### src/rtl/flopctl_pkg.sv
package flopctl_pkg;
  localparam int DRIVES = 3;

  typedef struct packed {
    logic                setCard;
    logic                setMotor;
    logic                setWait;
    logic                setHead;
    logic [DRIVES-1:0]   setDrive;
    logic                setSide;
    logic                val;
  } bitStrobe_t;
endpackage

### src/rtl/flopctl_ctrl.sv
module flopctl_ctrl
  import flopctl_pkg::*;
#(
  parameter logic [7:0] BASE = 8'h11
) (
  input  logic        clk,
  input  logic        rst_n,
  input  logic [15:0] busAddr,
  input  logic        wrEn,
  input  logic        wrBit,
  output bitStrobe_t  strb,
  output logic        statusSel
);
  logic       baseHit;
  logic [2:0] bitIdx;

  assign baseHit   = (busAddr[15:8] == BASE);
  assign bitIdx    = busAddr[3:1];
  assign statusSel = baseHit && (bitIdx == 3'd0);

  always_comb begin
    strb     = '0;
    strb.val = wrBit;
    if (wrEn && baseHit) begin
      case (bitIdx)
        3'd0: strb.setCard     = 1'b1;
        3'd1: strb.setMotor    = 1'b1;
        3'd2: strb.setWait     = 1'b1;
        3'd3: strb.setHead     = 1'b1;
        3'd4: strb.setDrive[0] = 1'b1;
        3'd5: strb.setDrive[1] = 1'b1;
        3'd6: strb.setDrive[2] = 1'b1;
        default: strb.setSide  = 1'b1;
      endcase
    end
  end

  AST_ONE_STROBE: assert property (@(posedge clk) disable iff (!rst_n)
    $onehot0({strb.setCard, strb.setMotor, strb.setWait, strb.setHead,
              strb.setDrive, strb.setSide}));
endmodule

### src/rtl/flopctl_dp.sv
module flopctl_dp
  import flopctl_pkg::*;
#(
  parameter int HOLD_CYC = 1000
) (
  input  logic              clk,
  input  logic              rst_n,
  input  bitStrobe_t        strb,
  input  logic              statusSel,
  output logic              cardSel,
  output logic              waitEn,
  output logic              headLoad,
  output logic              sideSel,
  output logic              motorEn,
  output logic [DRIVES-1:0] driveMotorOn,
  output logic [DRIVES-1:0] driveOneHot,
  output logic              driveValid,
  output logic [7:0]        statusOut
);
  localparam int CW = $clog2(HOLD_CYC + 1);

  logic [DRIVES-1:0] dsel;
  logic              prevMotor;
  logic [CW-1:0]     holdCnt;
  logic              motorKick;

  assign motorKick = strb.setMotor && strb.val && !prevMotor;

  always_ff @(posedge clk) begin
    if (!rst_n) begin
      cardSel   <= 1'b0;
      waitEn    <= 1'b0;
      headLoad  <= 1'b0;
      sideSel   <= 1'b0;
      dsel      <= '0;
      prevMotor <= 1'b0;
      holdCnt   <= '0;
    end else begin
      if (strb.setCard)  cardSel   <= strb.val;
      if (strb.setWait)  waitEn    <= strb.val;
      if (strb.setHead)  headLoad  <= strb.val;
      if (strb.setSide)  sideSel   <= strb.val;
      if (strb.setMotor) prevMotor <= strb.val;
      for (int i = 0; i < DRIVES; i++)
        if (strb.setDrive[i]) dsel[i] <= strb.val;
      if (motorKick)             holdCnt <= CW'(HOLD_CYC);
      else if (holdCnt != '0)    holdCnt <= holdCnt - 1'b1;
    end
  end

  assign motorEn      = (holdCnt != '0);
  assign driveMotorOn = {DRIVES{motorEn}};

  // Highest-numbered selected drive wins
  for (genvar i = 0; i < DRIVES; i++) begin : g_prio
    if (i == DRIVES - 1) begin : g_top
      assign driveOneHot[i] = dsel[i];
    end else begin : g_low
      assign driveOneHot[i] = dsel[i] & ~(|dsel[DRIVES-1:i+1]);
    end
  end
  assign driveValid = |dsel;

  assign statusOut = statusSel ? {sideSel, 1'b1, 1'b0, ~motorEn, dsel, headLoad} : 8'h00;

  AST_KICK_LOAD: assert property (@(posedge clk) disable iff (!rst_n)
    (strb.setMotor && strb.val && !prevMotor) |=> (holdCnt == CW'(HOLD_CYC)));
  AST_NO_RESTART: assert property (@(posedge clk) disable iff (!rst_n)
    (strb.setMotor && prevMotor && holdCnt != '0) |=> (holdCnt == CW'($past(holdCnt) - 1'b1)));
  AST_EXPIRE_RELEASE: assert property (@(posedge clk) disable iff (!rst_n)
    (holdCnt == CW'(1) && !strb.setMotor) |=> (driveMotorOn == '0));
  AST_ONEHOT_SEL: assert property (@(posedge clk) disable iff (!rst_n)
    $onehot0(driveOneHot));
  AST_TOP_WINS: assert property (@(posedge clk) disable iff (!rst_n)
    dsel[DRIVES-1] |-> driveOneHot[DRIVES-1]);
  AST_STATUS_FIXED: assert property (@(posedge clk) disable iff (!rst_n)
    statusSel |-> (statusOut[6:5] == 2'b10));
endmodule

### src/rtl/flopctl_top.sv
module flopctl_top
  import flopctl_pkg::*;
#(
  parameter int          CLK_HZ    = 50_000_000,
  parameter int          WINDOW_MS = 4230,
  parameter logic [7:0]  BASE      = 8'h11
) (
  input  logic        clk,
  input  logic        rst_n,
  input  logic [15:0] busAddr,
  input  logic        wrEn,
  input  logic        wrBit,
  output logic        cardSel,
  output logic        waitEn,
  output logic        headLoad,
  output logic        sideSel,
  output logic        motorEn,
  output logic [2:0]  driveMotorOn,
  output logic [2:0]  driveOneHot,
  output logic        driveValid,
  output logic [7:0]  statusOut
);
  localparam int HOLD_CYC = CLK_HZ / 1000 * WINDOW_MS;

  bitStrobe_t strb;
  logic       statusSel;

  flopctl_ctrl #(.BASE(BASE)) u_ctrl (
    .clk(clk), .rst_n(rst_n), .busAddr(busAddr), .wrEn(wrEn), .wrBit(wrBit),
    .strb(strb), .statusSel(statusSel)
  );

  flopctl_dp #(.HOLD_CYC(HOLD_CYC)) u_dp (
    .clk(clk), .rst_n(rst_n), .strb(strb), .statusSel(statusSel),
    .cardSel(cardSel), .waitEn(waitEn), .headLoad(headLoad), .sideSel(sideSel),
    .motorEn(motorEn), .driveMotorOn(driveMotorOn), .driveOneHot(driveOneHot),
    .driveValid(driveValid), .statusOut(statusOut)
  );
endmodule

### config.mk
export PLATFORM = sky130hd
export DESIGN_NAME = flopctl_top
export DESIGN_NICKNAME = d
export VERILOG_FILES = /design/src/rtl/flopctl_pkg.sv /design/src/rtl/flopctl_ctrl.sv /design/src/rtl/flopctl_dp.sv /design/src/rtl/flopctl_top.sv
export SDC_FILE = /design/constraint.sdc
export NUM_CORES = 1
export LEC_CHECK = 0
export BUFFER_PORTS_ARGS = -buffer_cell sky130_fd_sc_hd__buf_4
export CORE_ASPECT_RATIO = 1.75
export CORE_MARGIN = 4
export CORE_UTILIZATION = 45
export CTS_BUF_LIST = sky130_fd_sc_hd__clkbuf_4 sky130_fd_sc_hd__clkbuf_8
export CTS_CLUSTER_DIAMETER = 120
export DETAILED_ROUTE_END_ITERATION = 12
export PLACE_DENSITY = 0.67
export SLEW_MARGIN = 20
export SYNTH_ARGS = -nofsm -noshare
export SYNTH_HDL_FRONTEND = slang
export SYNTH_SLANG_ARGS = --single-unit
### constraint.sdc
create_clock -name clk -period 3.8 [get_ports clk]
set_input_delay 0.19 -clock clk [delete_from_list [all_inputs] [get_ports clk]]
set_output_delay 0.19 -clock clk [all_outputs]
set_load 0.005 [all_outputs]
## After elaboration in Yosys (flattened, before gate mapping)

Index checks and enable logic that the tools add are counted.

| word-level totals | value |
|---|---|
| flip-flop bits (word level) | 36 |
| word-level logic and storage cells | 48 |

| operators by class | value |
|---|---|
| add/sub/neg operators | 1 |
| eq/ne operators | 7 |
| multiplexer cells | 12 |
| bitwise operators | 6 |
| reduce and logical (&&, ||, !) cells | 12 |

Operators by type and width:

| operator | count |
|---|---|
| 28-bit 2-to-1 mux | 2 |
| 28-bit nonzero test | 1 |
| 28-bit by 1-bit subtractor with 28-bit output, second input constant | 1 |
| 8-bit 2-to-1 mux | 2 |
| 3-bit == test, second input constant | 3 |
| 8-bit by 5-bit == test with 1-bit output, second input constant | 1 |
| 1-bit 2-to-1 mux | 8 |
| 7-bit OR reduction | 1 |
| 3-bit by 2-bit == test with 1-bit output, second input constant | 2 |
| 1-bit logical AND | 4 |
| 1-bit inverter | 4 |
| 2-bit OR reduction | 2 |
| 3-bit by 1-bit == test with 1-bit output, second input constant | 1 |
| 3-bit zero test | 1 |
| 3-bit OR reduction | 1 |
| 1-bit AND | 2 |
| 2-bit nonzero test | 1 |
| 1-bit zero test | 1 |

## Logic depth before layout (Yosys ltp)

Gate-level depths: netlist (run 1).

| logic depth | value |
|---|---|
| depth in word-level cells | 7 |
| mapped depth | 8 |

## Modules after synthesis

From an unflattened synthesis (run 1), not the netlist that was laid out.

| unflattened totals | value |
|---|---|
| cells, all modules | 231 |
| area total of the unflattened synthesis | 2026.9 sq um |

By module, submodules not included:

| module | instances | cells each | area each (sq um) |
|---|---|---|---|
| flopctl_dp | 1 | 210 | 1826.8 |
| flopctl_ctrl | 1 | 21 | 200.2 |

## Worst setup path before layout (run 1)

OpenSTA, ideal clock, no wires.

| timing path | value |
|---|---|
| path type | reg2out |
| from | reg u_dp.holdCnt[16] |
| to | out statusOut[4] |
| arrival time | 2.263 ns |
| data required time | 3.610 ns |
| path slack | 1.347 ns |
| cell stages (with the launch flop) | 8 |
| cells stage by stage | dfxtp_1 > or4_4 > or4_1 > buf_2 > nor4_4 > inv_2 > clkbuf_1 > nor3_1 |

| on the way | value |
|---|---|
| longest elaborated chain between the ends | 3 |

RTL lines:

| item | RTL line | source |
|---|---|---|
| start, declared | flopctl_dp.sv:24 | `logic [CW-1:0] holdCnt;` |
| start signal, assigned | flopctl_dp.sv:46 | `if (motorKick) holdCnt <= CW'(HOLD_CYC);` |
| start signal, assigned | flopctl_dp.sv:47 | `else if (holdCnt != '0) holdCnt <= holdCnt - 1'b1;` |
| 28-bit nonzero test | flopctl_dp.sv:51 | `assign motorEn = (holdCnt != '0);` |
| net motorEn | flopctl_top.sv:17 | `output logic motorEn,` |
| 1-bit inverter | flopctl_dp.sv:64 | `assign statusOut = statusSel ? {sideSel, 1'b1, 1'b0, ~motorEn, dsel, headLoad} : 8'h00;` |
| 8-bit 2-to-1 mux | flopctl_dp.sv:64 |  |
| end, declared | flopctl_top.sv:21 | `output logic [7:0] statusOut` |

The timed path passes the listed nets, and every way through them passes these cells.

## Worst setup path after layout (run 1)

| timing path | value |
|---|---|
| from | reg u_dp.holdCnt[16] |
| to | out statusOut[4] |

| on the way | value |
|---|---|
| longest elaborated chain between the ends | 3 |

RTL lines:

| item | RTL line |
|---|---|
| 28-bit nonzero test | flopctl_dp.sv:51 |
| 1-bit inverter | flopctl_dp.sv:64 |
| 8-bit 2-to-1 mux | flopctl_dp.sv:64 |

No other way between the ends.

==> reports/summary.json, run 1 <==
{
  "worstSetupPathType": {"value": "flip-flop to output pin"},
  "postSynthRegisterBits": {"value": 36},
  "wl": {"value": 4730, "unit": "um"},
  "power.density": {"value": 804, "unit": "mW/mm^2"},
  "depth_of_the_cts_h_tree": {"value": 2},
  "power.ir.vdd_worst": {"value": 400, "unit": "uV"},
  "global_route.overflow_total": {"value": 0},
  "critical_path_peak_fanout": {"value": 24},
  "slew_headroom": {"value": 52.7, "unit": "%"},
  "regToRegSetupSlack": {"value": 0.98, "unit": "ns"},
  "number_of_clock_sinks": {"value": 36},
  "firstDrtPassIters": {"value": 4},
  "floorplan.rows": {"value": 31},
  "run_status": {"value": "complete, no violations"},
  "post_drt_wl_per_cell": {"value": 14.7, "unit": "um"},
  "worst_setup_path_end_kind": {"value": "output pin"},
  "hold_violations": {"value": 0},
  "most-common-layout-cells": {"value": "sky130_fd_sc_hd__buf_4, sky130_fd_sc_hd__dfxtp_1, sky130_fd_sc_hd__nor2_1, sky130_fd_sc_hd__nand2_1, sky130_fd_sc_hd__a21oi_1"},
  "period_share": {"value": 81.2, "unit": "%"},
  "final_core_util": {"value": 55.3, "unit": "%"},
  "clock_skew": {"value": 0.00544, "unit": "ns"},
  "cts_tree": {"value": "built"},
  "post_synth_instance_area": {"value": 0.00198, "unit": "mm^2"},
  "post-cts-setup-buffer-count": {"value": 0},
  "timing.final.crit_period": {"value": 3.08, "unit": "ns"},
  "synth_cells": {"value": 245},
  "wire_length_of_the_first_global_routing_pass": {"value": 8140, "unit": "um"},
  "antenna_violations_before_repair": {"value": 0},
  "buffer_ports.inserted": {"value": 33},
  "setup-tns-final": {"value": 0, "unit": "ns"},
  "cts_hold_buf": {"value": 0},
  "synth_cell_type_count": {"value": 48},
  "setup_viol_count_final": {"value": 0},
  "setup_repair_after_global_routing_missed_its_margin": {"value": "no"},
  "final_nets": {"value": 293},
  "num_antenna_cells": {"value": 0},
  "synth_area_per_cell": {"value": 8.07, "unit": "um^2"},
  "route.antenna.remaining_nets": {"value": 0},
  "worstSetupStartpointType": {"value": "flip-flop"},
  "place_hpwl": {"value": 3480, "unit": "um"},
  "cap_viol_max_count": {"value": 0},
  "place_congestion": {"value": 0.797},
  "timing.hold.worst.start": {"value": "rst_n"},
  "clk_pin_slew_worst_paths": {"value": 0.07, "unit": "ns"},
  "critical_path_required": {"value": 3.61, "unit": "ns"},
  "drt-initial-drc-count": {"value": 40},
  "total_cts_buffers": {"value": 5},
  "tightestPinTransition": {"value": 0.701, "unit": "ns"},
  "fraction_of_final_layout_cells_with_drive_strength_greater_than_1": {"value": 18.7, "unit": "%"},
  "final_critical_path_setup_slack": {"value": 0.716, "unit": "ns"},
  "vias": {"value": 1868},
  "share_of_synthesized_area_occupied_by_flip_flops_and_latches": {"value": 36.4, "unit": "%"},
  "floorplan.core_area": {"value": 0.00419, "unit": "mm^2"},
  "hold_path_class": {"value": "input pin to flip-flop"},
  "place_worst_setup_slack": {"value": 1.00, "unit": "ns"},
  "clk_latency": {"value": 0.28, "unit": "ns"},
  "worst_r2r_endpoint": {"value": "u_dp.holdCnt[11]$_SDFFE_PN0P_"},
  "mappedNetlistNets": {"value": 266},
  "min_path_cells": {"value": 2},
  "place.detailed.instances": {"value": 314},
  "ys_warn_count": {"value": 0},
  "r2r_cells": {"value": 7},
  "critPathArrivalTime": {"value": 2.89, "unit": "ns"},
  "grt_max_degree": {"value": 25},
  "die-area": {"value": 0.00556, "unit": "mm^2"},
  "drcViolationCount": {"value": 0},
  "fin_cells": {"value": 322},
  "via_per_inst": {"value": 5.80},
  "dieHeight": {"value": 95.7, "unit": "um"},
  "slew_violations": {"value": 0},
  "number_of_global_route_vias_before_repair": {"value": 1824},
  "cts-root-to-sink-buffers": {"value": 2},
  "overall_die_width": {"value": 58.1, "unit": "um"},
  "reg2reg_from": {"value": "u_dp.holdCnt[16]$_SDFFE_PN0P_"},
  "max_clock_freq": {"value": 324, "unit": "MHz"},
  "post_cts_resize_count": {"value": 0},
  "ctsRootBufferMaster": {"value": "sky130_fd_sc_hd__clkbuf_8"},
  "start_util": {"value": 47.2, "unit": "%"},
  "areaGrowthSynthToFinish": {"value": 17.0, "unit": "%"},
  "p_leak": {"value": 0.912, "unit": "nW"},
  "endpoint_with_the_worst_hold_slack": {"value": "u_dp.holdCnt[27]$_SDFFE_PN0P_"},
  "ioPinCount": {"value": 40},
  "grtUsageTotal": {"value": 18.8, "unit": "%"}
}
[cell families (layout without fill, tap and decap cells)]
group           after synthesis  after routing  share of synthesized area [%]
compound gates               60             60                           20.0
xor+xnor                      5              5                           2.21
fa+ha+maj                     1              1                          0.632
buf+inv                      25             53                           6.39
flops                        36             36                           36.4
mux                           1              1                          0.506
other cells                   1              1                          0.190
simple gates                116            116                           33.6
[registers in the layout, summed over array words and instances, names as in the netlist]
signal / cells
u_dp.waitEn: 1
u_dp.dsel: 3
u_dp.sideSel: 1
u_dp.prevMotor: 1
u_dp.holdCnt: 28
u_dp.cardSel: 1
u_dp.headLoad: 1
[worst max path at each step]
stage | from | to | slack, ns | cells past startpoint
after floorplan | u_dp.holdCnt[16]$_SDFFE_PN0P_ | statusOut[4] | 1.35 | 7
after detailed placement | u_dp.holdCnt[16]$_SDFFE_PN0P_ | u_dp.holdCnt[11]$_SDFFE_PN0P_ | 1.00 | 7
after global routing | u_dp.holdCnt[16]$_SDFFE_PN0P_ | statusOut[4] | 0.47 | 7
after global placement | u_dp.holdCnt[16]$_SDFFE_PN0P_ | u_dp.holdCnt[27]$_SDFFE_PN0P_ | 1.02 | 7
after CTS | u_dp.holdCnt[16]$_SDFFE_PN0P_ | statusOut[4] | 0.72 | 7
final | u_dp.holdCnt[16]$_SDFFE_PN0P_ | statusOut[4] | 0.72 | 7
[stage by stage]
stage	hold slack, ns	total power [mW]	area, um^2
2_1_floorplan	0.318	1.38	1980
3_3_place_gp	0.447	1.54	2220
3_5_place_dp	0.463	1.56	2220
4_1_cts	0.193	1.87	2310
5_1_grt	0.194	2.04	2310
6_report	0.196	1.86	2310
[routing by layer]
metal | GRT usage, % | wire length [um] | vias to the layer above
met1 | 18.8 | 1900 | 855
met5 | 0 | 0 | -
li1 | - | - | 955
met3 | 3.89 | 176 | 14
met4 | 8.90 | 149 | 0
met2 | 35.7 | 2500 | 44
[power by group]
| group | total (mW) | internal (mW) | switching, mW |
|---|---|---|---|
| combinational | 0.972 | 0.395 | 0.576 |
| clock | 0.295 | 0.162 | 0.132 |
| sequential | 0.595 | 0.488 | 0.107 |
[area by class of cell]
cell class | instances | area, um^2
Timing Repair Buffer | 36 | 270
Fill cell | 416 | 1870
Clock buffer | 8 | 97.6
Inverter | 9 | 33.8
Multi-Input combinational cell | 184 | 1130
Sequential cell | 36 | 721
Tap cell | 49 | 61.3
[worst max-delay path, stage by stage, from the launching register on]
cell	delay (ns)
sky130_fd_sc_hd__dfxtp_1	0.36
sky130_fd_sc_hd__or4_4	0.55
sky130_fd_sc_hd__or4_1	0.60
sky130_fd_sc_hd__nor4_4	0.32
sky130_fd_sc_hd__buf_4	0.21
sky130_fd_sc_hd__inv_2	0.18
sky130_fd_sc_hd__nor3_1	0.23
sky130_fd_sc_hd__buf_4	0.14
[cells in the mapped netlist, drive strengths merged]
| library cell | number | area (um^2) |
|---|---|---|
| or2 | 4 | 25.0 |
| nand2b | 4 | 25.0 |
| a211oi | 5 | 37.5 |
| a311o | 2 | 20.0 |
| mux2i | 1 | 10.0 |
| inv | 8 | 30.0 |
| nor3b | 2 | 15.0 |
| o211a | 1 | 10.0 |
| a31oi | 7 | 43.8 |
| nor2 | 26 | 97.6 |
| nand2 | 16 | 60.1 |
| buf | 9 | 66.3 |
| nand4 | 4 | 25.0 |
| nand3b | 2 | 15.0 |
| o311a | 2 | 20.0 |
| ha | 1 | 12.5 |
| o41ai | 1 | 8.76 |
| o31ai | 5 | 37.5 |
| o31a | 2 | 17.5 |
| nand3 | 6 | 30.0 |
| nor4bb | 2 | 20.0 |
| a21o | 2 | 15.0 |
| or3 | 7 | 43.8 |
| xor2 | 3 | 26.3 |
| nand4b | 1 | 8.76 |
| nor2b | 2 | 12.5 |
| o21ai | 13 | 65.1 |
| and4 | 5 | 43.8 |
| dfxtp | 36 | 721 |
| and3 | 1 | 6.26 |
| conb | 1 | 3.75 |
| and2 | 5 | 31.3 |
| clkinv | 1 | 3.75 |
| a211o | 2 | 17.5 |
| or4 | 11 | 86.3 |
| nor4b | 2 | 17.5 |
| xnor2 | 2 | 17.5 |
| o21ba | 1 | 10.0 |
| nor3 | 10 | 50.1 |
| nor4 | 6 | 52.6 |
| a21oi | 15 | 75.1 |
| o311ai | 2 | 17.5 |
| clkbuf | 7 | 26.3 |
Power figures use the tool's default switching activity.
==> inputs of run 2 (changes only) <==
==> constraint.sdc (replaced) <==
create_clock -name clk -period 2.9 [get_ports clk]
set_input_delay 0.145 -clock clk [delete_from_list [all_inputs] [get_ports clk]]
set_output_delay 0.145 -clock clk [all_outputs]
set_load 0.005 [all_outputs]
==> reports/summary.json, run 2 (synthesized netlist as in run 1, its figures left out) <==
{
  "run_status": {"value": "complete, no violations"},
  "hold_violations": {"value": 0, "change": "unchanged"},
  "clk_latency": {"value": 0.29, "unit": "ns", "change": "about the same"},
  "p_int": {"value": 1.38, "unit": "mW", "change": "+32%"},
  "overall_die_width": {"value": 58.1, "unit": "um", "change": "unchanged"},
  "power.ir.vdd_worst": {"value": 433, "unit": "uV", "change": "+8.0%"},
  "grt_max_degree": {"value": 25, "change": "unchanged"},
  "final_core_util": {"value": 55.5, "unit": "%", "change": "+0.21 points"},
  "wire_length_of_the_first_global_routing_pass": {"value": 8280, "unit": "um", "change": "+1.7%"},
  "period_share": {"value": 91.1, "unit": "%"},
  "setup_repair_after_global_routing_missed_its_margin": {"value": "no"},
  "fraction_of_final_layout_cells_with_drive_strength_greater_than_1": {"value": 19.3, "unit": "%", "change": "+0.59 points"},
  "floorplan.rows": {"value": 31, "change": "unchanged"},
  "route.antenna.remaining_nets": {"value": 0, "change": "unchanged"},
  "number_of_clock_sinks": {"value": 36, "change": "unchanged"},
  "slew_violations": {"value": 0, "change": "unchanged"},
  "number_of_global_route_vias_before_repair": {"value": 1821, "change": "-0.16%"},
  "p_sw_share": {"value": 43.9, "unit": "%", "change": "+0.050 points"},
  "critical_path_peak_fanout": {"value": 24, "change": "unchanged"},
  "place_worst_setup_slack": {"value": 0.321, "unit": "ns", "change": "-0.683 ns"},
  "critical_path_required": {"value": 2.76, "unit": "ns", "change": "-0.85 ns"},
  "cts_hold_buf": {"value": 0, "change": "unchanged"},
  "areaGrowthSynthToFinish": {"value": 17.5, "unit": "%"},
  "regToRegSetupSlack": {"value": 0.33, "unit": "ns", "change": "-0.65 ns"},
  "most-common-layout-cells": {"value": "sky130_fd_sc_hd__buf_4, sky130_fd_sc_hd__dfxtp_1, sky130_fd_sc_hd__nor2_1, sky130_fd_sc_hd__nand2_1, sky130_fd_sc_hd__a21oi_1"},
  "cts_tree": {"value": "built"},
  "critPathArrivalTime": {"value": 2.50, "unit": "ns", "change": "-0.39 ns"},
  "ctsRootBufferMaster": {"value": "sky130_fd_sc_hd__clkbuf_8"},
  "clk_pin_slew_worst_paths": {"value": 0.07, "unit": "ns", "change": "about the same"},
  "post-layout-total-power": {"value": 2.46, "unit": "mW", "change": "+32%"},
  "drcViolationCount": {"value": 0, "change": "unchanged"},
  "total_cts_buffers": {"value": 5, "change": "unchanged"},
  "firstDrtPassIters": {"value": 4, "change": "unchanged"},
  "wl": {"value": 4850, "unit": "um", "change": "+2.5%"},
  "vias": {"value": 1908, "change": "+2.1%"},
  "timing.hold.worst.start": {"value": "rst_n"},
  "r2r_cells": {"value": 6, "change": "-1"},
  "ioPinCount": {"value": 40, "change": "unchanged"},
  "design_area": {"value": 0.00232, "unit": "mm^2", "change": "+0.38%"},
  "post_cts_resize_count": {"value": 0, "change": "unchanged"},
  "num_antenna_cells": {"value": 0, "change": "unchanged"},
  "power_frac_clock": {"value": 14.0, "unit": "%", "change": "-1.8 points"},
  "clock_skew": {"value": 0.00594, "unit": "ns", "change": "+0.000503 ns"},
  "antenna_violations_before_repair": {"value": 0, "change": "unchanged"},
  "tightestPinTransition": {"value": 0.766, "unit": "ns", "change": "+0.0651 ns"},
  "layout.filler_cells": {"value": 412, "change": "-0.96%"},
  "depth_of_the_cts_h_tree": {"value": 2, "change": "unchanged"},
  "worst_r2r_endpoint": {"value": "u_dp.holdCnt[4]$_SDFFE_PP0P_"},
  "global_route.overflow_total": {"value": 0, "change": "unchanged"},
  "post_drt_wl_per_cell": {"value": 15.0, "unit": "um", "change": "+1.9%"},
  "endpoint_with_the_worst_hold_slack": {"value": "u_dp.holdCnt[26]$_SDFFE_PN0P_"},
  "fin_cells": {"value": 324, "change": "+0.62%"},
  "timing.final.crit_period": {"value": 2.64, "unit": "ns"},
  "final_nets": {"value": 296, "change": "+1.0%"},
  "biggestRegsByFlops": {"value": "u_dp.holdCnt: 28 flops, u_dp.dsel: 3 flops"},
  "worst_setup_path_end_kind": {"value": "output pin"},
  "dieHeight": {"value": 95.7, "unit": "um", "change": "unchanged"},
  "placed_instance_area": {"value": 0.00224, "unit": "mm^2", "change": "+1.0%"},
  "power.density": {"value": 1060, "unit": "mW/mm^2", "change": "+32%"},
  "slew_headroom": {"value": 48.3, "unit": "%", "change": "-4.4 points"},
  "max_clock_freq": {"value": 379, "unit": "MHz"},
  "top_register": {"value": "u_dp.holdCnt"},
  "drt-initial-drc-count": {"value": 30, "change": "-25%"},
  "p_leak": {"value": 0.920, "unit": "nW", "change": "+0.83%"},
  "start_util": {"value": 47.2, "unit": "%", "change": "unchanged"},
  "p_comb_share": {"value": 54.4, "unit": "%", "change": "+2.2 points"},
  "max_reg_flops": {"value": 28, "change": "unchanged"},
  "cts-root-to-sink-buffers": {"value": 2, "change": "unchanged"},
  "crit_path_start": {"value": "u_dp.holdCnt[16]$_SDFFE_PN0P_"},
  "netSwitchingPower": {"value": 1.08, "unit": "mW", "change": "+32%"},
  "cap_viol_max_count": {"value": 0, "change": "unchanged"},
  "floorplan.core_area": {"value": 0.00419, "unit": "mm^2", "change": "unchanged"},
  "place_hpwl": {"value": 3620, "unit": "um", "change": "+4.0%"},
  "final_common_cell": {"value": "sky130_fd_sc_hd__buf_4"},
  "place_congestion": {"value": 0.799, "change": "+0.26%"},
  "hold_path_class": {"value": "input pin to flip-flop"},
  "grtUsageTotal": {"value": 19.4, "unit": "%", "change": "+0.62 points"},
  "min_path_cells": {"value": 2, "change": "unchanged"},
  "setup-tns-final": {"value": 0, "unit": "ns", "change": "unchanged"},
  "sequential_share_of_power": {"value": 31.7, "unit": "%", "change": "-0.3 points"},
  "reg2reg_from": {"value": "u_dp.holdCnt[16]$_SDFFE_PN0P_"},
  "post-cts-setup-buffer-count": {"value": 0, "change": "unchanged"},
  "via_per_inst": {"value": 5.89, "change": "+1.5%"},
  "buffer_ports.inserted": {"value": 33, "change": "unchanged"},
  "smallest_hold_slack": {"value": 0.149, "unit": "ns", "change": "-0.0476 ns"},
  "place.detailed.instances": {"value": 317, "change": "+0.96%"},
  "final_critical_path_setup_slack": {"value": 0.258, "unit": "ns", "change": "-0.457 ns"},
  "worstSetupPathType": {"value": "flip-flop to output pin"},
  "worstSetupStartpointType": {"value": "flip-flop"},
  "die-area": {"value": 0.00556, "unit": "mm^2", "change": "unchanged"},
  "setup_viol_count_final": {"value": 0, "change": "unchanged"}
}
==> run 2: cell count changes in the layout (fill, tap and decap cells not counted) <==
cell	change
sky130_fd_sc_hd__inv_4	+1
sky130_fd_sc_hd__clkbuf_4	-1
sky130_fd_sc_hd__inv_2	-1
sky130_fd_sc_hd__clkbuf_8	-1
sky130_fd_sc_hd__clkinv_2	+1
sky130_fd_sc_hd__buf_4	+3
==> run 2: layer usage <==
metal | GRT usage (%) | part of all wire, % | up-vias
met2 | 37.5 | 55 | 50
met1 | 18.3 | 38 | 885
met4 | 10.1 | 2.9 | 0
met3 | 4.30 | 4.5 | 11
li1 | - | - | 962
met5 | 0 | 0 | -
==> run 2: area by class of cell <==
class                      instances  area [um^2]  area share, %
clock buffer                       6         76.3           3.28
clock inverter                     1         5.00          0.215
inverter                           9         36.3           1.56
multi-input combinational        184         1130           48.7
sequential                        36          721           31.0
tap                               49         61.3           2.64
timing repair buffer              39          293           12.6
==> run 2: power groups by stage <==
| stage | clock [mW] | combinational (mW) | sequential (mW) |
|---|---|---|---|
| floorplan | 0 | 1.06 | 0.754 |
| finish | 0.344 | 1.34 | 0.780 |
| global route | 0.381 | 1.51 | 0.805 |
| global placement | 0 | 1.30 | 0.784 |
| detailed placement | 0 | 1.33 | 0.789 |
| CTS | 0.356 | 1.34 | 0.779 |
==> run 2: worst max path at each step <==
stage          slack (ns)  cells after the start                       endpoint
3_5_place_dp         0.32                      6  u_dp.holdCnt[11]$_SDFFE_PN0P_
3_3_place_gp         0.38                      6  u_dp.holdCnt[27]$_SDFFE_PN0P_
5_1_grt              0.05                      6                   statusOut[4]
4_1_cts              0.08                      6                   statusOut[4]
6_report             0.26                      6                   statusOut[4]
2_1_floorplan        0.47                      8  u_dp.holdCnt[11]$_SDFFE_PN0P_
==> run 2: worst max-delay path, stage by stage, from the launching register on <==
cell and delay (ns):
sky130_fd_sc_hd__dfxtp_1 0.37, sky130_fd_sc_hd__or4_4 0.57, sky130_fd_sc_hd__or4_1 0.50, sky130_fd_sc_hd__nor4_4 0.24
sky130_fd_sc_hd__inv_4 0.17, sky130_fd_sc_hd__nor3_1 0.21, sky130_fd_sc_hd__buf_4 0.14
==> inputs of run 3 (changes only) <==
--- a/config.mk
+++ b/config.mk
@@ -12,6 +12,7 @@
 export CTS_BUF_LIST = sky130_fd_sc_hd__clkbuf_4 sky130_fd_sc_hd__clkbuf_8
 export CTS_CLUSTER_DIAMETER = 120
 export DETAILED_ROUTE_END_ITERATION = 12
+export MAX_ROUTING_LAYER = met4
 export PLACE_DENSITY = 0.67
 export SLEW_MARGIN = 20
 export SYNTH_ARGS = -nofsm -noshare
==> reports/summary.json, run 3 (synthesized netlist as in run 1, its figures left out) <==
{
  "critical_path_peak_fanout": {"value": 24, "change": "unchanged"},
  "grt_max_degree": {"value": 25, "change": "unchanged"},
  "setup-tns-final": {"value": 0, "unit": "ns", "change": "unchanged"},
  "post_cts_resize_count": {"value": 0, "change": "unchanged"},
  "regToRegSetupSlack": {"value": 0.33, "unit": "ns", "change": "about the same"},
  "fraction_of_final_layout_cells_with_drive_strength_greater_than_1": {"value": 19.3, "unit": "%", "change": "unchanged"},
  "final_nets": {"value": 296, "change": "unchanged"},
  "p_comb_share": {"value": 54.3, "unit": "%", "change": "about the same"},
  "design_area": {"value": 0.00232, "unit": "mm^2", "change": "unchanged"},
  "wire_length_of_the_first_global_routing_pass": {"value": 8280, "unit": "um", "change": "unchanged"},
  "areaGrowthSynthToFinish": {"value": 17.5, "unit": "%", "change": "unchanged"},
  "grt_busiest_layer": {"value": "met2"},
  "firstDrtPassIters": {"value": 4, "change": "unchanged"},
  "total_cts_buffers": {"value": 5, "change": "unchanged"},
  "global_route.overflow_total": {"value": 0, "change": "unchanged"},
  "reg2reg_from": {"value": "u_dp.holdCnt[16]$_SDFFE_PN0P_"},
  "max_reg_flops": {"value": 28, "change": "unchanged"},
  "cts-root-to-sink-buffers": {"value": 2, "change": "unchanged"},
  "placed_instance_area": {"value": 0.00224, "unit": "mm^2", "change": "unchanged"},
  "slew_headroom": {"value": 49.8, "unit": "%", "change": "+1.5 points"},
  "clk_latency": {"value": 0.29, "unit": "ns", "change": "about the same"},
  "slew_violations": {"value": 0, "change": "unchanged"},
  "drcViolationCount": {"value": 0, "change": "unchanged"},
  "top_register": {"value": "u_dp.holdCnt"},
  "place_hpwl": {"value": 3620, "unit": "um", "change": "unchanged"},
  "p_sw_share": {"value": 43.9, "unit": "%", "change": "about the same"},
  "fin_cells": {"value": 324, "change": "unchanged"},
  "ioPinCount": {"value": 40, "change": "unchanged"},
  "setup_viol_count_final": {"value": 0, "change": "unchanged"},
  "most-common-layout-cells": {"value": "sky130_fd_sc_hd__buf_4, sky130_fd_sc_hd__dfxtp_1, sky130_fd_sc_hd__nor2_1, sky130_fd_sc_hd__nand2_1, sky130_fd_sc_hd__a21oi_1"},
  "layout.area.seq": {"value": 721, "unit": "um^2", "change": "unchanged"},
  "endpoint_with_the_worst_hold_slack": {"value": "u_dp.holdCnt[26]$_SDFFE_PN0P_"},
  "number_of_global_route_vias_before_repair": {"value": 1823, "change": "+0.11%"},
  "floorplan.rows": {"value": 31, "change": "unchanged"},
  "worst_setup_path_end_kind": {"value": "output pin"},
  "place.detailed.instances": {"value": 317, "change": "unchanged"},
  "depth_of_the_cts_h_tree": {"value": 2, "change": "unchanged"},
  "biggestRegsByFlops": {"value": "u_dp.holdCnt: 28 flops, u_dp.dsel: 3 flops"},
  "min_path_cells": {"value": 2, "change": "unchanged"},
  "cap_viol_max_count": {"value": 0, "change": "unchanged"},
  "worstSetupStartpointType": {"value": "flip-flop"},
  "clk_pin_slew_worst_paths": {"value": 0.07, "unit": "ns", "change": "about the same"},
  "p_leak": {"value": 0.920, "unit": "nW", "change": "unchanged"},
  "period_share": {"value": 91.1, "unit": "%", "change": "about the same"},
  "final_core_util": {"value": 55.5, "unit": "%", "change": "unchanged"},
  "power.density": {"value": 1060, "unit": "mW/mm^2", "change": "about the same"},
  "die-area": {"value": 0.00556, "unit": "mm^2", "change": "unchanged"},
  "r2r_cells": {"value": 6, "change": "unchanged"},
  "grtUsageMet3": {"value": 3.89, "unit": "%", "change": "-0.40 points"},
  "place_worst_setup_slack": {"value": 0.321, "unit": "ns", "change": "unchanged"},
  "post_drt_wl_per_cell": {"value": 15.0, "unit": "um", "change": "+0.19%"},
  "via_per_inst": {"value": 5.86, "change": "-0.47%"},
  "buffer_ports.inserted": {"value": 33, "change": "unchanged"},
  "multi_input_area": {"value": 0.00113, "unit": "mm^2", "change": "unchanged"},
  "start_util": {"value": 47.2, "unit": "%", "change": "unchanged"},
  "sequential_share_of_power": {"value": 31.7, "unit": "%", "change": "about the same"},
  "clock_skew": {"value": 0.00595, "unit": "ns", "change": "+0.0000124 ns"},
  "ctsRootBufferMaster": {"value": "sky130_fd_sc_hd__clkbuf_8"},
  "run_status": {"value": "complete, no violations"},
  "vias": {"value": 1899, "change": "-0.47%"},
  "tightestPinTransition": {"value": 0.744, "unit": "ns", "change": "-0.0222 ns"},
  "overall_die_width": {"value": 58.1, "unit": "um", "change": "unchanged"},
  "number_of_clock_sinks": {"value": 36, "change": "unchanged"},
  "wl": {"value": 4860, "unit": "um", "change": "+0.19%"},
  "power.ir.vdd_worst": {"value": 433, "unit": "uV", "change": "about the same"},
  "num_antenna_cells": {"value": 0, "change": "unchanged"},
  "hold_violations": {"value": 0, "change": "unchanged"},
  "hold_path_class": {"value": "input pin to flip-flop"},
  "power_frac_clock": {"value": 14.0, "unit": "%", "change": "about the same"},
  "grt_use_met1": {"value": 18.5, "unit": "%", "change": "+0.25 points"},
  "grtUsageTotal": {"value": 19.9, "unit": "%", "change": "+0.54 points"},
  "final_common_cell": {"value": "sky130_fd_sc_hd__buf_4"},
  "setup_repair_after_global_routing_missed_its_margin": {"value": "no"},
  "floorplan.core_area": {"value": 0.00419, "unit": "mm^2", "change": "unchanged"},
  "drt-initial-drc-count": {"value": 35, "change": "+17%"},
  "worstSetupPathType": {"value": "flip-flop to output pin"},
  "timing.final.crit_period": {"value": 2.64, "unit": "ns", "change": "-0.000153 ns"},
  "max_clock_freq": {"value": 379, "unit": "MHz", "change": "about the same"},
  "antenna_violations_before_repair": {"value": 0, "change": "unchanged"},
  "critPathArrivalTime": {"value": 2.50, "unit": "ns", "change": "about the same"},
  "timing.hold.worst.start": {"value": "rst_n"},
  "p_int": {"value": 1.38, "unit": "mW", "change": "about the same"},
  "worst_r2r_endpoint": {"value": "u_dp.holdCnt[4]$_SDFFE_PP0P_"},
  "cts_tree": {"value": "built"},
  "layout.filler_cells": {"value": 412, "change": "unchanged"},
  "final_critical_path_setup_slack": {"value": 0.259, "unit": "ns", "change": "+0.000153 ns"},
  "route.antenna.remaining_nets": {"value": 0, "change": "unchanged"},
  "post-cts-setup-buffer-count": {"value": 0, "change": "unchanged"},
  "place_congestion": {"value": 0.811, "change": "+1.4%"},
  "netSwitchingPower": {"value": 1.08, "unit": "mW", "change": "about the same"},
  "dieHeight": {"value": 95.7, "unit": "um", "change": "unchanged"},
  "grt_use_met2": {"value": 37.5, "unit": "%", "change": "unchanged"},
  "cts_hold_buf": {"value": 0, "change": "unchanged"},
  "critical_path_required": {"value": 2.76, "unit": "ns", "change": "about the same"}
}
-- run 3: how the worst max path moves through the flow --
stage	endpoint	slack [ns]	startpoint	cells past startpoint
after detailed placement	u_dp.holdCnt[11]$_SDFFE_PN0P_	0.32	u_dp.holdCnt[16]$_SDFFE_PN0P_	6
after global placement	u_dp.holdCnt[27]$_SDFFE_PN0P_	0.38	u_dp.holdCnt[16]$_SDFFE_PN0P_	6
after CTS	statusOut[4]	0.08	u_dp.holdCnt[16]$_SDFFE_PN0P_	6
final	statusOut[4]	0.26	u_dp.holdCnt[16]$_SDFFE_PN0P_	6
after global routing	statusOut[4]	0.05	u_dp.holdCnt[16]$_SDFFE_PN0P_	6
after floorplan	u_dp.holdCnt[11]$_SDFFE_PN0P_	0.47	u_dp.holdCnt[16]$_SDFFE_PN0P_	8
-- run 3: power groups by stage --
| stage | sequential, mW | clock (mW) | combinational [mW] |
|---|---|---|---|
| floorplan | 0.754 | 0 | 1.06 |
| global placement | 0.784 | 0 | 1.30 |
| detailed placement | 0.789 | 0 | 1.33 |
| CTS | 0.779 | 0.356 | 1.34 |
| global route | 0.805 | 0.381 | 1.51 |
| finish | 0.780 | 0.344 | 1.34 |
-- run 3: final cells by class --
cell class	count	area share (%)
multi-input combinational	184	48.7
inverter	9	1.56
clock inverter	1	0.215
timing repair buffer	39	12.6
tap	49	2.64
clock buffer	6	3.28
sequential	36	31.0
-- run 3: through the flow --
| step | power (mW) | hold WS [ns] |
|---|---|---|
| 2_1_floorplan | 1.81 | 0.273 |
| 3_3_place_gp | 2.09 | 0.447 |
| 3_5_place_dp | 2.12 | 0.454 |
| 4_1_cts | 2.48 | 0.145 |
| 5_1_grt | 2.69 | 0.141 |
| 6_report | 2.46 | 0.149 |
-- run 3: per-layer routing --
layer  part of all wire (%)  vias to the layer above
li1                       -                      961
met1                     38                      877
met2                     55                       50
met3                    4.1                       11
met4                    2.9                        0
met5                      0                        -
-- run 3: critical path: stages (launching register included) --
cell,delay [ns]
sky130_fd_sc_hd__dfxtp_1,0.37
sky130_fd_sc_hd__or4_4,0.57
sky130_fd_sc_hd__or4_1,0.50
sky130_fd_sc_hd__nor4_4,0.24
sky130_fd_sc_hd__inv_4,0.17
sky130_fd_sc_hd__nor3_1,0.21
sky130_fd_sc_hd__buf_4,0.14
